## config.mk

```make
export PLATFORM = sky130hd
export DESIGN_NAME = shared_bus_arb
export DESIGN_NICKNAME = d
export VERILOG_FILES = /design/src/rtl/sba_pkg.sv /design/src/rtl/sba_release.sv /design/src/rtl/sba_pick.sv /design/src/rtl/shared_bus_arb.sv
export SDC_FILE = /design/constraint.sdc
export NUM_CORES = 1
export LEC_CHECK = 0
export BUFFER_PORTS_ARGS = -buffer_cell sky130_fd_sc_hd__buf_2
export CORE_AREA = 2 2 39 41
export DETAILED_ROUTE_END_ITERATION = 10
export DIE_AREA = 0 0 41 43
export GPL_ROUTABILITY_DRIVEN = 0
export GPL_TIMING_DRIVEN = 0
export PLACE_DENSITY = 0.64
export SKIP_LAST_GASP = 1
export SYNTH_ARGS = -nofsm -noshare
export SYNTH_HDL_FRONTEND = slang
export SYNTH_HIERARCHICAL = 1
export SYNTH_SLANG_ARGS = --single-unit
```

## constraint.sdc

```tcl
create_clock -name clk -period 1.85 [get_ports clk]
set_input_delay 0.185 -clock clk [delete_from_list [all_inputs] [get_ports clk]]
set_output_delay 0.185 -clock clk [all_outputs]
set_load 0.02 [all_outputs]
```

## src/rtl/sba_pkg.sv

```systemverilog
// Shared definitions for the shared bus arbiter: master indices and DMA kinds.
package sba_pkg;
    localparam int NM      = 3;   // number of bus masters
    localparam int IDX_DMA = 0;   // DMA engine
    localparam int IDX_XFR = 1;   // second on-chip transfer master
    localparam int IDX_CPU = 2;   // CPU
    localparam int KW      = 2;   // width of the DMA kind code

    typedef enum logic [KW-1:0] {
        XK_STEAL = 2'd0,
        XK_BURST = 2'd1,
        XK_BLOCK = 2'd2
    } xfer_kind_e;
endpackage

```

## src/rtl/sba_release.sv

```systemverilog
// External bus release handshake.
// Raises the acknowledge only at an update boundary outside a DMA pair and
// holds it until the request is withdrawn. Assumes upd marks cycle ends.
module sba_release (
    input  logic clk,
    input  logic rst_n,
    input  logic upd,
    input  logic lock,
    input  logic rel_req,
    output logic rel_next,
    output logic rel_ack
);
    // Next acknowledge state: keep while requested, grant only at a legal boundary
    always_comb rel_next = rel_req && (rel_ack || (upd && !lock));

    // Acknowledge register
    always_ff @(posedge clk) begin
        if (!rst_n) rel_ack <= 1'b0;
        else        rel_ack <= rel_next;
    end

    AST_ACK_HOLD: assert property (@(posedge clk) disable iff (!rst_n)
        rel_ack && rel_req |=> rel_ack);
    AST_ACK_DROP: assert property (@(posedge clk) disable iff (!rst_n)
        !rel_req |=> !rel_ack);
    AST_ACK_NOT_IN_PAIR: assert property (@(posedge clk) disable iff (!rst_n)
        lock && !rel_ack |=> !rel_ack);
endmodule

```

## src/rtl/sba_pick.sv

```systemverilog
// Combinational grant selection.
// Applies, in order: pair lock, held DMA run (with an optional external break-in),
// alternation after a DMA cycle, then fixed priority DMA > transfer > CPU.
// Assumes the requests are valid at the update boundary.
module sba_pick
    import sba_pkg::*;
(
    input  logic          lock,
    input  logic          dma_owner,
    input  logic [NM-1:0] req,
    input  logic [NM-1:0] ext,
    input  logic [KW-1:0] dma_kind,
    input  logic          dma_chg,
    input  logic          alt_en,
    input  logic          ext_pri,
    input  logic          rel_next,
    output logic [NM-1:0] pick
);
    localparam logic [NM-1:0] DMA_BIT = NM'(1) << IDX_DMA;
    localparam logic [NM-1:0] ONCHIP  = ~DMA_BIT;

    logic [NM-1:0] elig;
    logic [NM-1:0] brk;
    logic          hold;
    logic          turn;

    // Lowest set bit as a one-hot vector
    function automatic logic [NM-1:0] lowbit(input logic [NM-1:0] m);
        return m & (~m + NM'(1));
    endfunction

    // Per-master eligibility: external accesses are masked during a release
    for (genvar i = 0; i < NM; i++) begin : g_elig
        assign elig[i] = req[i] && !(ext[i] && rel_next);
    end

    // Run classification of the current DMA owner
    always_comb begin
        hold = dma_owner && (xfer_kind_e'(dma_kind) != XK_STEAL) && !alt_en && !dma_chg;
        turn = dma_owner && !hold;
        brk  = ext_pri ? (elig & ext & ONCHIP) : '0;
    end

    // Grant choice by rule order
    always_comb begin
        if (lock)
            pick = DMA_BIT;
        else if (hold && elig[IDX_DMA])
            pick = (brk != '0) ? lowbit(brk) : DMA_BIT;
        else if (turn && ((elig & ONCHIP) != '0))
            pick = lowbit(elig & ONCHIP);
        else
            pick = lowbit(elig);
    end
endmodule

```

## src/rtl/shared_bus_arb.sv

```systemverilog
// Shared bus arbiter for a DMA engine, a transfer master and a CPU.
// Holds the registered one-hot grant and the pair-lock state, and combines
// the selector with the release handshake. Assumes a DMA read is followed
// by its write request (dma_rd=0) without dma_req dropping.
module shared_bus_arb
    import sba_pkg::*;
(
    input  logic          clk,
    input  logic          rst_n,
    input  logic          alt_en,
    input  logic          ext_pri,
    input  logic          cyc_done,
    input  logic          dma_req,
    input  logic [KW-1:0] dma_kind,
    input  logic          dma_chg,
    input  logic          dma_rd,
    input  logic          dma_ext,
    input  logic          xfr_req,
    input  logic          xfr_ext,
    input  logic          cpu_req,
    input  logic          cpu_ext,
    input  logic          rel_req,
    output logic [NM-1:0] gnt,
    output logic          rel_ack
);
    logic [NM-1:0] grant_q;
    logic          rd_q;
    logic          ext_q;
    logic          upd;
    logic          lock;
    logic          rel_next;
    logic [NM-1:0] req;
    logic [NM-1:0] ext;
    logic [NM-1:0] pick;

    // Gather requests into master-indexed vectors
    always_comb begin
        req = '0;
        ext = '0;
        req[IDX_DMA] = dma_req;  ext[IDX_DMA] = dma_ext;
        req[IDX_XFR] = xfr_req;  ext[IDX_XFR] = xfr_ext;
        req[IDX_CPU] = cpu_req;  ext[IDX_CPU] = cpu_ext;
    end

    // Update point and pair lock
    always_comb begin
        upd  = cyc_done || (grant_q == '0);
        lock = grant_q[IDX_DMA] && rd_q;
    end

    sba_release u_rel (
        .clk      (clk),
        .rst_n    (rst_n),
        .upd      (upd),
        .lock     (lock),
        .rel_req  (rel_req),
        .rel_next (rel_next),
        .rel_ack  (rel_ack)
    );

    sba_pick u_pick (
        .lock      (lock),
        .dma_owner (grant_q[IDX_DMA]),
        .req       (req),
        .ext       (ext),
        .dma_kind  (dma_kind),
        .dma_chg   (dma_chg),
        .alt_en    (alt_en),
        .ext_pri   (ext_pri),
        .rel_next  (rel_next),
        .pick      (pick)
    );

    // Grant register with the pair flag and space of the granted access
    always_ff @(posedge clk) begin
        if (!rst_n) begin
            grant_q <= '0;
            rd_q    <= 1'b0;
            ext_q   <= 1'b0;
        end else if (upd) begin
            grant_q <= pick;
            rd_q    <= pick[IDX_DMA] && dma_rd;
            ext_q   <= |(pick & ext);
        end
    end

    assign gnt = grant_q;

    AST_GNT_ONEHOT: assert property (@(posedge clk) disable iff (!rst_n)
        $onehot0(gnt));
    AST_GNT_STABLE: assert property (@(posedge clk) disable iff (!rst_n)
        !cyc_done && (gnt != '0) |=> $stable(gnt));
    AST_PAIR_WRITE: assert property (@(posedge clk) disable iff (!rst_n)
        gnt[IDX_DMA] && rd_q && cyc_done |=> gnt[IDX_DMA]);
    AST_NO_EXT_IN_REL: assert property (@(posedge clk) disable iff (!rst_n)
        rel_ack |-> !ext_q);
    AST_ALT_SWAP: assert property (@(posedge clk) disable iff (!rst_n)
        cyc_done && gnt[IDX_DMA] && !rd_q && alt_en && !rel_req
        && ((xfr_req && !xfr_ext) || (cpu_req && !cpu_ext))
        |=> !gnt[IDX_DMA]);
endmodule

```

## Yosys cells after proc, flatten, opt, wreduce, memory -nomap -nowiden

Cells that the tools add are included.

| word-level totals | value |
|---|---|
| bits in registers | 5 |
| bits of input ports | 16 |
| output and inout port bits | 4 |
| logic and storage cells | 47 |

| operators by class | value |
|---|---|
| add/subtract/negate cells | 3 |
| muxes and demuxes | 5 |
| bitwise logic cells | 7 |
| reduce and logical (&&, ||, !) cells | 29 |

Operator list:

| operator | number |
|---|---|
| logical AND 1 bit | 16 |
| 2-to-1 mux 3 bit | 5 |
| AND 3 bit | 4 |
| adder 3 x 1 -> 3 bit (second input constant) | 3 |
| NOT 3 bit | 3 |
| logical NOT 1 bit | 7 |
| nonzero test 3 bit | 2 |
| logical NOT 3 bit | 1 |
| logical OR 1 bit | 2 |
| nonzero test 2 bit | 1 |

## Depth between registers and ports, before layout

Gate-level depths: netlist of run 1.

| logic depth | value |
|---|---|
| depth after elaboration | 17 |
| depth in mapped cells | 10 |
| mapped depth without buffers | 10 |

## Modules after synthesis

Netlist of run 1, hierarchy kept.

By module, submodules not included:

| module | instances | cells an instance | area each (sq um) | sequential area each (sq um) |
|---|---|---|---|---|
| shared_bus_arb | 1 | 22 | 190.2 | 80.1 |
| sba_pick | 1 | 24 | 146.4 | 0.0 |
| sba_release | 1 | 4 | 51.3 | 20.0 |

## Worst setup path before layout of run 1

Ideal clock, no wire load.

| timing path | value |
|---|---|
| kind | reg-to-reg |
| start point | register grant_q[0], in the netlist gnt[0] |
| end point | register grant_q[1], in the netlist gnt[1] |
| setup time | 0.076 ns |
| data arrival time | 1.823 ns |
| data required time | 1.774 ns |
| slack | -0.049 ns |
| stages on the path, launching flop included | 10 |
| path buffers | 0 |
| clock period less this slack | 1.899 ns |
| path through | dfxtp_1 nor3_1 or2_4 nor2b_4 o21a_1 and3b_1 o2111ai_1 o22ai_1 o21ai_0 a21boi_0 |

| on the way | value |
|---|---|
| cells in the longest elaborated chain, start to end | 16 |
| elaborated cells between the ends (all ways) | 40 |
| those cells by class | add/sub: 3; mux: 5; bitwise: 7; reduce/logical: 25 |

Ends and longest elaborated chain:

| element | RTL line | RTL |
|---|---|---|
| start, declared | shared_bus_arb.sv:26 | `logic [NM-1:0] grant_q;` |
| start signal, assigned | shared_bus_arb.sv:81 | `grant_q <= pick;` |
| logical NOT 3 bit (*) | shared_bus_arb.sv:47 | `upd = cyc_done \|\| (grant_q == '0);` |
| logical OR 1 bit (*) | shared_bus_arb.sv:47 |  |
| net upd | shared_bus_arb.sv:29 | `logic upd;` |
| logical AND 1 bit (*) | sba_release.sv:14 | `always_comb rel_next = rel_req && (rel_ack \|\| (upd && !lock));` |
| logical OR 1 bit (*) | sba_release.sv:14 |  |
| logical AND 1 bit (*) | sba_release.sv:14 |  |
| net rel_next | shared_bus_arb.sv:31 | `logic rel_next;` |
| logical AND 1 bit | sba_pick.sv:34 | `assign elig[i] = req[i] && !(ext[i] && rel_next);` |
| [3 not listed] | - |  |
| 2-to-1 mux 3 bit | sba_pick.sv:41 | `brk = ext_pri ? (elig & ext & ONCHIP) : '0;` |
| NOT 3 bit | sba_pick.sv:29 | `return m & (~m + NM'(1));` |
| adder 3 x 1 -> 3 bit | sba_pick.sv:29 |  |
| AND 3 bit | sba_pick.sv:29 |  |
| 2-to-1 mux 3 bit | sba_pick.sv:49 | `pick = (brk != '0) ? lowbit(brk) : DMA_BIT;` |
| 2-to-1 mux 3 bit (*) | sba_pick.sv:48 | `else if (hold && elig[IDX_DMA])` |
| 2-to-1 mux 3 bit (*) | sba_pick.sv:46 | `if (lock)` |
| net pick[1] | shared_bus_arb.sv:34 | `logic [NM-1:0] pick;` |

Mark *: on every way through the listed nets, which the timed path passes. The rest lies on a longest branch.
A chain may end at the register's enable or synchronous reset.

## Worst setup path in the final report of run 1

Same ends and word-level chain as after synthesis.

==> results.sh, run 1 <==
export IMPL_critPathMaxFanout=5
export IMPL_setup_slack_ns=-0.01794
export IMPL_antenna_found_initial=0
export IMPL_multiInputGateArea_um2=355.3
export IMPL_nNetsFinal=95
export IMPL_fin_crit_sh_pct=101.0
export IMPL_final_util_pct=46.93
export IMPL_synth_nets=66
export IMPL_powerDensity_nw_per_um2=602.1
export IMPL_cts_buffers=3
export IMPL_global_route_usage_total_pct=10.87
export IMPL_drive_gt1_share_pct=58.97
export IMPL_yosys_warnings=6
export IMPL_grt_ovfl_total=0
export IMPL_fin_skew_ns=0.0004783
export IMPL_critPathSlowestCell="dfxtp_4"
export IMPL_cp_data_required_time_ns=2.01
export IMPL_cp_start_kind="register"
export IMPL_layout_commonest_cell="buf_2"
export IMPL_hold_buffers=0
export IMPL_first_global_vias=326
export IMPL_portBuffers=19
export IMPL_hp_class="primary input to register"
export IMPL_end_kind="register"
export IMPL_synth_cells=50
export IMPL_initial_core_util_pct=28.03
export IMPL_finalWirelength_mm=1.067
export IMPL_final_cell_mix="19 x buf_2, 6 x nand2_1, 5 x nor2_1, 5 x buf_4"
export IMPL_cts_sinks=5
export IMPL_grt_max_degree=9
export IMPL_drcViolationCount=0
export IMPL_avgViaCountPerCell=4.947
export IMPL_fin_area_um2=649.4
export IMPL_n_antenna_cell=0
export IMPL_grt_pass1_wl_mm=1.269
export IMPL_fill_cells=137
export IMPL_drv_cap=0
export IMPL_power_uw=391.0
export IMPL_place_area_um2=510.5
export IMPL_core_area_um2=1384
export IMPL_wl_per_cell_um=11.35
export IMPL_yosysUniqueCellTypes=26
export IMPL_tightest_slew_ns=0.3923
export IMPL_timing_fmax_mhz=535.3
export IMPL_syn_avg_cell_area_um2=7.757
export IMPL_period_needed_ns=1.868
export IMPL_yosys_register_bits=5
export IMPL_die_height_um=43
export IMPL_hpwl_um=718.1
export IMPL_hold_violations=0
export IMPL_h_tree_depth=1
export IMPL_area_delta_synth_final_pct=67.42
export IMPL_dr_pass1_iters=4
export IMPL_ios=20
export IMPL_cts_buffer_depth=2
export IMPL_crit_chain="nor3_4 -> or2_4 -> nor2b_4 -> o21a_4 -> and3b_2 -> o2111ai_2 -> o22ai_2 -> o21ai_1 -> a21boi_1"
export IMPL_synth_area_um2=387.9
export IMPL_die_w_um=41
export IMPL_leakage_uw=0.0002895
export IMPL_ff_latch_area_um2=111.4
export IMPL_relSlewSlack_pct=73.67
export IMPL_drt_iter0_drc=11
export IMPL_violations="setup timing"
export IMPL_finalSetupViolCount=1
export IMPL_arrival_ns=2.03
export IMPL_status="finished with violations"
export IMPL_crit_path_max_incr_delay_ns=0.37
export IMPL_vias=465
export IMPL_ir_worst_vdd_v=0.0003016
export IMPL_rsz0062_at_grt="yes"
export IMPL_rows=14
export IMPL_root_buffer="clkbuf_4"
export IMPL_clk_latency_ns=0.23
export IMPL_slew_violations=0
export IMPL_ys_seq_area_share_pct=25.81
export IMPL_fp_dieArea_um2=1763
export IMPL_ant_nets=0
export IMPL_cts_tree="done"
export IMPL_clk_pin_slew_ns=0.04
export IMPL_timing_worst_setup_path_type="register to register"
[flip-flops by register name, summed over array words and instances (netlist names)]
signal,cells
gnt,3
rd_q,1
u_rel/rel_ack,1
[cells by family (layout without fill, tap and decap cells)]
kind of cell	Yosys count	after routing	synth area share [%]
flip-flops	5	5	25.81
buffers and inverters	1	29	0.9668
AND/OR/NAND/NOR	26	26	40.97
AO/OA/AOI/OAI	18	18	32.26
[per-stage QoR]
step	cells	worst slack, ns	hold WS, ns	TNS [ns]
after global placement	85	-0.08607	0.4392	-0.2206
after floorplan	50	-0.001954	0.3184	-0.001954
final	94	-0.01794	0.2189	-0.01794
after detailed placement	85	-0.09146	0.4407	-0.2494
after global routing	94	-0.1104	0.2215	-0.3141
after CTS	89	-0.01763	0.2035	-0.01763
[cell usage after synthesis (all sizes together)]
library cell  number  area [um2]
nor2b              2       22.52
a21oi              2       10.01
a22oi              1       7.510
or2                1       8.760
nor3b              1       12.51
and3b              1       8.760
and2               1       7.510
and3               1       7.510
o21ai              5       28.77
a21boi             3       22.52
o211a              1       10.01
o21a               1       7.510
nand2              6       22.52
o22ai              2       12.51
nor2               5       18.77
nor3               2       15.01
o2111ai            2       17.52
inv                1       3.750
nand2b             4       25.02
nand3              2       10.01
dfxtp              5       100.1
o221ai             1       8.760
[final timing paths]
kind	from	to	depth (start not counted)	slack [ns]
max	gnt[0]	gnt[1]	9	-0.02
min	rel_req	u_rel/rel_ack	2	0.22
max reg2reg	gnt[0]	gnt[1]	9	-0.02
min reg2reg	rd_q	rd_q	2	0.46
[metal layers]
layer	vias up	GRT usage, %	wire (um)
met3	0	1.571	69
li1	241	-	-
met2	15	14.06	499
met4	0	8.000	0
met5	-	0	0
met1	209	15.53	499
[cell type report]
type                       instances  area share [%]
multi-input combinational         44           54.72
timing repair buffer              24           20.42
sequential                         5           17.15
clock buffer                       4           4.046
tap                               16           3.083
inverter                           1          0.5780
[critical path: cells and delay by family, from the launching register on]
| kind | cells | cell delay [ns] |
|---|---|---|
| AOI/OAI and AO/OA | 5 | 0.72 |
| DFF | 1 | 0.37 |
| and+or+nand+nor | 4 | 0.67 |
[repair_timing]
item / CTS / global route
pin swaps: 2 / 7
gates resized for setup: 5 / 17
buffers inserted: 0 / 5
endpoints found under the setup margin: 4 / 4
[power breakdown]
group	switching (uW)	total (uW)	internal [uW]	leakage [uW]
clock	40.1	121	81.2	0.0000150
combinational	67.4	142	74.6	0.000231
sequential	11.5	128	116	0.0000432
Note: power is estimated with default switching activity, not from simulation.
==> run 2, diff against run 1 <==
--- a/config.mk
+++ b/config.mk
@@ -6,12 +6,12 @@
 export NUM_CORES = 1
 export LEC_CHECK = 0
 export BUFFER_PORTS_ARGS = -buffer_cell sky130_fd_sc_hd__buf_2
-export CORE_AREA = 2 2 39 41
+export CORE_AREA = 3 3 40 42
 export DETAILED_ROUTE_END_ITERATION = 10
-export DIE_AREA = 0 0 41 43
+export DIE_AREA = 0 0 43 45
 export GPL_ROUTABILITY_DRIVEN = 0
 export GPL_TIMING_DRIVEN = 0
-export PLACE_DENSITY = 0.64
+export PLACE_DENSITY_LB_ADDON = 0.1
 export SKIP_LAST_GASP = 1
 export SYNTH_ARGS = -nofsm -noshare
 export SYNTH_HDL_FRONTEND = slang
==> run 2 against run 1 <==
The flow now finishes without violations. Design area grew 6.2%. Cell count grew 4.3%. Hold slack is essentially flat. Combinational power grew 13%. Flip-flop and latch count is the same. Total power grew 5.3%. Wire length grew 12%. Via count grew 7.3%. Count of clock-buffer cells in the layout is the same. Sequential power is essentially flat. Maximum frequency grew 1.9%. Largest cell class unchanged. Largest power group unchanged. Highest routed layer is now met4.
==> results.sh, run 2 (synthesized netlist as in run 1, its figures left out) <==
export IMPL_status="complete, no violations"
export IMPL_global_route_usage_total_pct=13.26
export IMPL_ant_nets=0
export IMPL_dr_pass1_iters=3
export IMPL_ir_worst_vdd_v=0.0003111
export IMPL_gr_usage_met2_pct=21.86
export IMPL_grt_max_degree=9
export IMPL_drv_cap=0
export IMPL_h_tree_depth=1
export IMPL_ios=20
export IMPL_wl_per_cell_um=12.14
export IMPL_first_global_vias=486
export IMPL_relSlewSlack_pct=75.22
export IMPL_final_util_pct=53.65
export IMPL_vias=499
export IMPL_layout_commonest_cell="buf_2"
export IMPL_clk_pin_slew_ns=0.05
export IMPL_fin_skew_ns=0.003868
export IMPL_place_area_um2=509.2
export IMPL_finalWirelength_mm=1.190
export IMPL_fin_crit_sh_pct=99.09
export IMPL_drive_gt1_share_pct=65.06
export IMPL_holdWs_ns=0.2187
export IMPL_fp_dieArea_um2=1935
export IMPL_swShare_pct=31.30
export IMPL_power_switching_uw=128.9
export IMPL_critPathMaxFanout=3
export IMPL_powerDensity_nw_per_um2=597.5
export IMPL_final_cell_mix="19 x buf_2, 9 x buf_4, 5 x nor2_1"
export IMPL_rows=13
export IMPL_tightest_slew_ns=0.3692
export IMPL_antenna_found_initial=0
export IMPL_slew_violations=0
export IMPL_finalSetupViolCount=0
export IMPL_top_usage_layer="met2"
export IMPL_p_int_uw=283.0
export IMPL_core_area_um2=1285
export IMPL_avgViaCountPerCell=5.092
export IMPL_die_height_um=45
export IMPL_end_kind="register"
export IMPL_timing_fmax_mhz=545.5
export IMPL_clk_latency_ns=0.24
export IMPL_area_delta_synth_final_pct=77.74
export IMPL_hold_buffers=0
export IMPL_grt_ovfl_total=0
export IMPL_fin_area_um2=689.4
export IMPL_hold_violations=0
export IMPL_die_w_um=43
export IMPL_rsz0062_at_grt="yes"
export IMPL_cts_tree="done"
export IMPL_seqPwrFrac_pct=30.3
export IMPL_leakage_uw=0.0003151
export IMPL_largest_reg_flops=3
export IMPL_comb_power_share_pct=38.9
export IMPL_cts_buffer_depth=2
export IMPL_grt_pass1_wl_mm=1.904
export IMPL_cp_start_kind="register"
export IMPL_cp_data_required_time_ns=2.01
export IMPL_grt_use_met1_pct=15.01
export IMPL_drt_iter0_drc=3
export IMPL_portBuffers=19
export IMPL_n_antenna_cell=0
export IMPL_period_needed_ns=1.833
export IMPL_root_buffer="clkbuf_4"
export IMPL_arrival_ns=1.99
export IMPL_timing_worst_setup_path_type="register to register"
export IMPL_nNetsFinal=100
export IMPL_drcViolationCount=0
export IMPL_cts_buffers=3
export IMPL_grtUsageMet3_pct=2.789
export IMPL_p_clk_share_pct=30.8
export IMPL_initial_core_util_pct=30.19
export IMPL_cts_sinks=5
export IMPL_hpwl_um=764.2
export IMPL_hp_class="primary input to register"
-- run 2: what timing repair did --
item,in CTS,in global routing
endpoints found under the setup margin,4,4
pin swaps,6,10
buffers inserted,8,2
gates resized for setup,15,10
endpoints found under the hold margin,0,0
-- run 2: power groups by stage --
stage	Sequential (uW)	Clock, uW	Combinational, uW
finish	125	127	160
floorplan	136	0	53.4
CTS	124	130	143
global route	126	137	176
detailed placement	129	0	99.2
global placement	129	0	99.0
-- run 2: routing by layer --
metal  share of wire, %  vias up
met1                 41      226
li1                   -      253
met3                9.9        2
met2                 48       18
met5                  0        -
met4               0.42        0
-- run 2: final timing paths --
path | slack (ns) | cells after the start | to | startpoint
hold reg to reg | 0.46 | 2 | rd_q | rd_q
setup / recovery | 0.02 | 12 | gnt[2] | gnt[1]
setup reg to reg | 0.02 | 12 | gnt[2] | gnt[1]
hold / removal | 0.22 | 3 | rd_q | dma_rd
-- run 2: cell type report --
class | instances | area (um2)
multi-input cells | 44 | 355.3
flip-flops and latches | 5 | 111.4
well taps | 15 | 18.77
repair buffers | 29 | 173.9
inverters | 1 | 3.754
clock buffers | 4 | 26.28
fillers | 135 | 595.6
-- run 2: per-stage QoR --
stage	std cells	setup TNS (ns)	power, uW	setup slack, ns
2_1_floorplan	50	-0.001954	189.2	-0.001954
3_3_place_gp	84	-0.2944	228.0	-0.1151
3_5_place_dp	84	-0.2278	228.1	-0.07718
4_1_cts	96	-0.01649	397.0	-0.008211
5_1_grt	98	-0.3239	438.0	-0.1301
6_report	98	0	411.9	0.01676
-- run 2: critical path, cell delays in order, from the launching register on --
cell      delay (ns)
dfxtp_4         0.34
nor3_4          0.18
or2_4           0.14
nor2b_4         0.13
o21a_1          0.17
buf_6           0.12
buf_4           0.10
nand2_2         0.04
nand2_2         0.07
nand3_2         0.08
o22ai_2         0.15
o21ai_1         0.08
a21boi_1        0.15
==> run 3, diff against run 2 <==
==> constraint.sdc (replaced) <==
create_clock -name clk -period 1.85 [get_ports clk]
set_input_delay 0.185 -clock clk [delete_from_list [all_inputs] [get_ports clk]]
set_output_delay 0.185 -clock clk [all_outputs]
set_load 0.1 [all_outputs]
==> run 3 against run 2 <==
Non-clock buffer count fell by 4. Register-to-register slack improved by 0.03 ns. Sequential share of layout area rose by 2.0 points. Combinational power rose by 8%. Total power rose by 2.8%. Largest power group unchanged.
==> results.sh, run 3 (synthesized netlist as in run 1, its figures left out) <==
export IMPL_status="complete, no violations"
export IMPL_end_kind="register"
export IMPL_drt_iter0_drc=6
export IMPL_clk_pin_slew_ns=0.04
export IMPL_hp_class="primary input to register"
export IMPL_powerDensity_nw_per_um2=681.2
export IMPL_antenna_found_initial=0
export IMPL_rows=13
export IMPL_dp_cells=84
export IMPL_final_cell_mix="19 x buf_2, 6 x nand2_1, 6 x buf_4"
export IMPL_vias=465
export IMPL_relSlewSlack_pct=67.64
export IMPL_ant_nets=0
export IMPL_fin_crit_sh_pct=97.26
export IMPL_wl_per_cell_um=11.29
export IMPL_area_delta_synth_final_pct=60.32
export IMPL_fp_dieArea_um2=1935
export IMPL_drive_gt1_share_pct=56.96
export IMPL_grt_pass1_wl_mm=1.745
export IMPL_root_buffer="clkbuf_4"
export IMPL_fin_area_um2=621.8
export IMPL_slew_violations=0
export IMPL_ios=20
export IMPL_period_needed_ns=1.799
export IMPL_fill_cells=141
export IMPL_die_w_um=43
export IMPL_timing_worst_setup_path_type="register to register"
export IMPL_stdcell_count=94
export IMPL_initial_core_util_pct=30.19
export IMPL_cts_sinks=5
export IMPL_drv_cap=0
export IMPL_timing_fmax_mhz=555.8
export IMPL_rsz0062_at_grt="yes"
export IMPL_place_ws_ns=-0.08724
export IMPL_critPathMaxFanout=5
export IMPL_dr_pass1_iters=3
export IMPL_leakage_uw=0.0002842
export IMPL_arrival_ns=1.97
export IMPL_h_tree_depth=1
export IMPL_die_height_um=45
export IMPL_grt_ovfl_total=0
export IMPL_hpwl_um=791.1
export IMPL_cp_start_kind="register"
export IMPL_setup_slack_ns=0.05077
export IMPL_fin_skew_ns=0.001414
export IMPL_ir_worst_vdd_v=0.0003415
export IMPL_hold_violations=0
export IMPL_finalSetupViolCount=0
export IMPL_first_global_vias=423
export IMPL_core_area_um2=1285
export IMPL_grt_max_degree=9
export IMPL_portBuffers=19
export IMPL_setup_tns_ns=0
export IMPL_largest_reg_flops=3
export IMPL_hold_buffers=0
export IMPL_cts_tree="done"
export IMPL_cts_buffers=3
export IMPL_n_antenna_cell=0
export IMPL_global_route_usage_total_pct=12.26
export IMPL_avgViaCountPerCell=4.947
export IMPL_place_area_um2=519.2
export IMPL_finalWirelength_mm=1.061
export IMPL_nNetsFinal=96
export IMPL_cp_data_required_time_ns=2.03
export IMPL_drcViolationCount=0
export IMPL_tightest_slew_ns=0.4887
export IMPL_clk_latency_ns=0.24
export IMPL_layout_commonest_cell="buf_2"
export IMPL_cts_buffer_depth=2
==> run 3: critical path, stage by stage (launching register included) <==
cell and delay [ns]:
dfxtp_4 0.35, nor3_4 0.19, or2_4 0.14, nor2b_4 0.14, o21a_4 0.15, o221ai_1 0.10
and3_2 0.24, nor3_4 0.20, o2111ai_1 0.14, o21ai_2 0.08
==> run 3: path summary, 6_finish.rpt <==
kind / start / endpoint / slack [ns] / cells past startpoint
setup / recovery: gnt[2] / rd_q / 0.05 / 9
hold / removal: rel_req / u_rel/rel_ack / 0.21 / 2
setup reg to reg: gnt[2] / rd_q / 0.05 / 9
hold reg to reg: rd_q / rd_q / 0.45 / 2
==> run 3: power breakdown <==
part           switching [uW]  internal (uW)
logic                     103           70.0
registers                10.1            116
clock network            42.9           81.4
total                     156            268
==> run 3: metrics by stage <==
step | power, uW | hold WS (ns) | utilization [%]
2_1_floorplan | 230.5 | 0.3110 | -
3_3_place_gp | 269.4 | 0.4404 | 40.41
3_5_place_dp | 270.1 | 0.4417 | 40.41
4_1_cts | 423.3 | 0.1988 | 46.54
5_1_grt | 453.2 | 0.2098 | 48.39
6_report | 423.6 | 0.2084 | 48.39
==> run 3: cell type report <==
cell class,count,area [um2],area share (%)
Multi-Input combinational cell,44,320.3,51.51
Timing Repair Buffer,25,140.1,22.54
Sequential cell,5,112.6,18.11
Clock buffer,4,26.28,4.225
Tap cell,15,18.77,3.018
Inverter,1,3.754,0.6036
==> run 3: routing by layer <==
layer	vias to the layer above	part of all wire, %	track usage [%]	wire (um)
met5	-	0	0	0
met4	0	0.47	9.036	5
met3	2	9.6	1.992	102
met2	18	45	19.76	476
met1	202	45	14.77	476
li1	243	-	-	-
==> run 3: repair_timing <==
action,CTS,global route
pin swaps,2,3
setup endpoints to repair,4,4
setup buffers,3,3
gates resized for setup,8,3
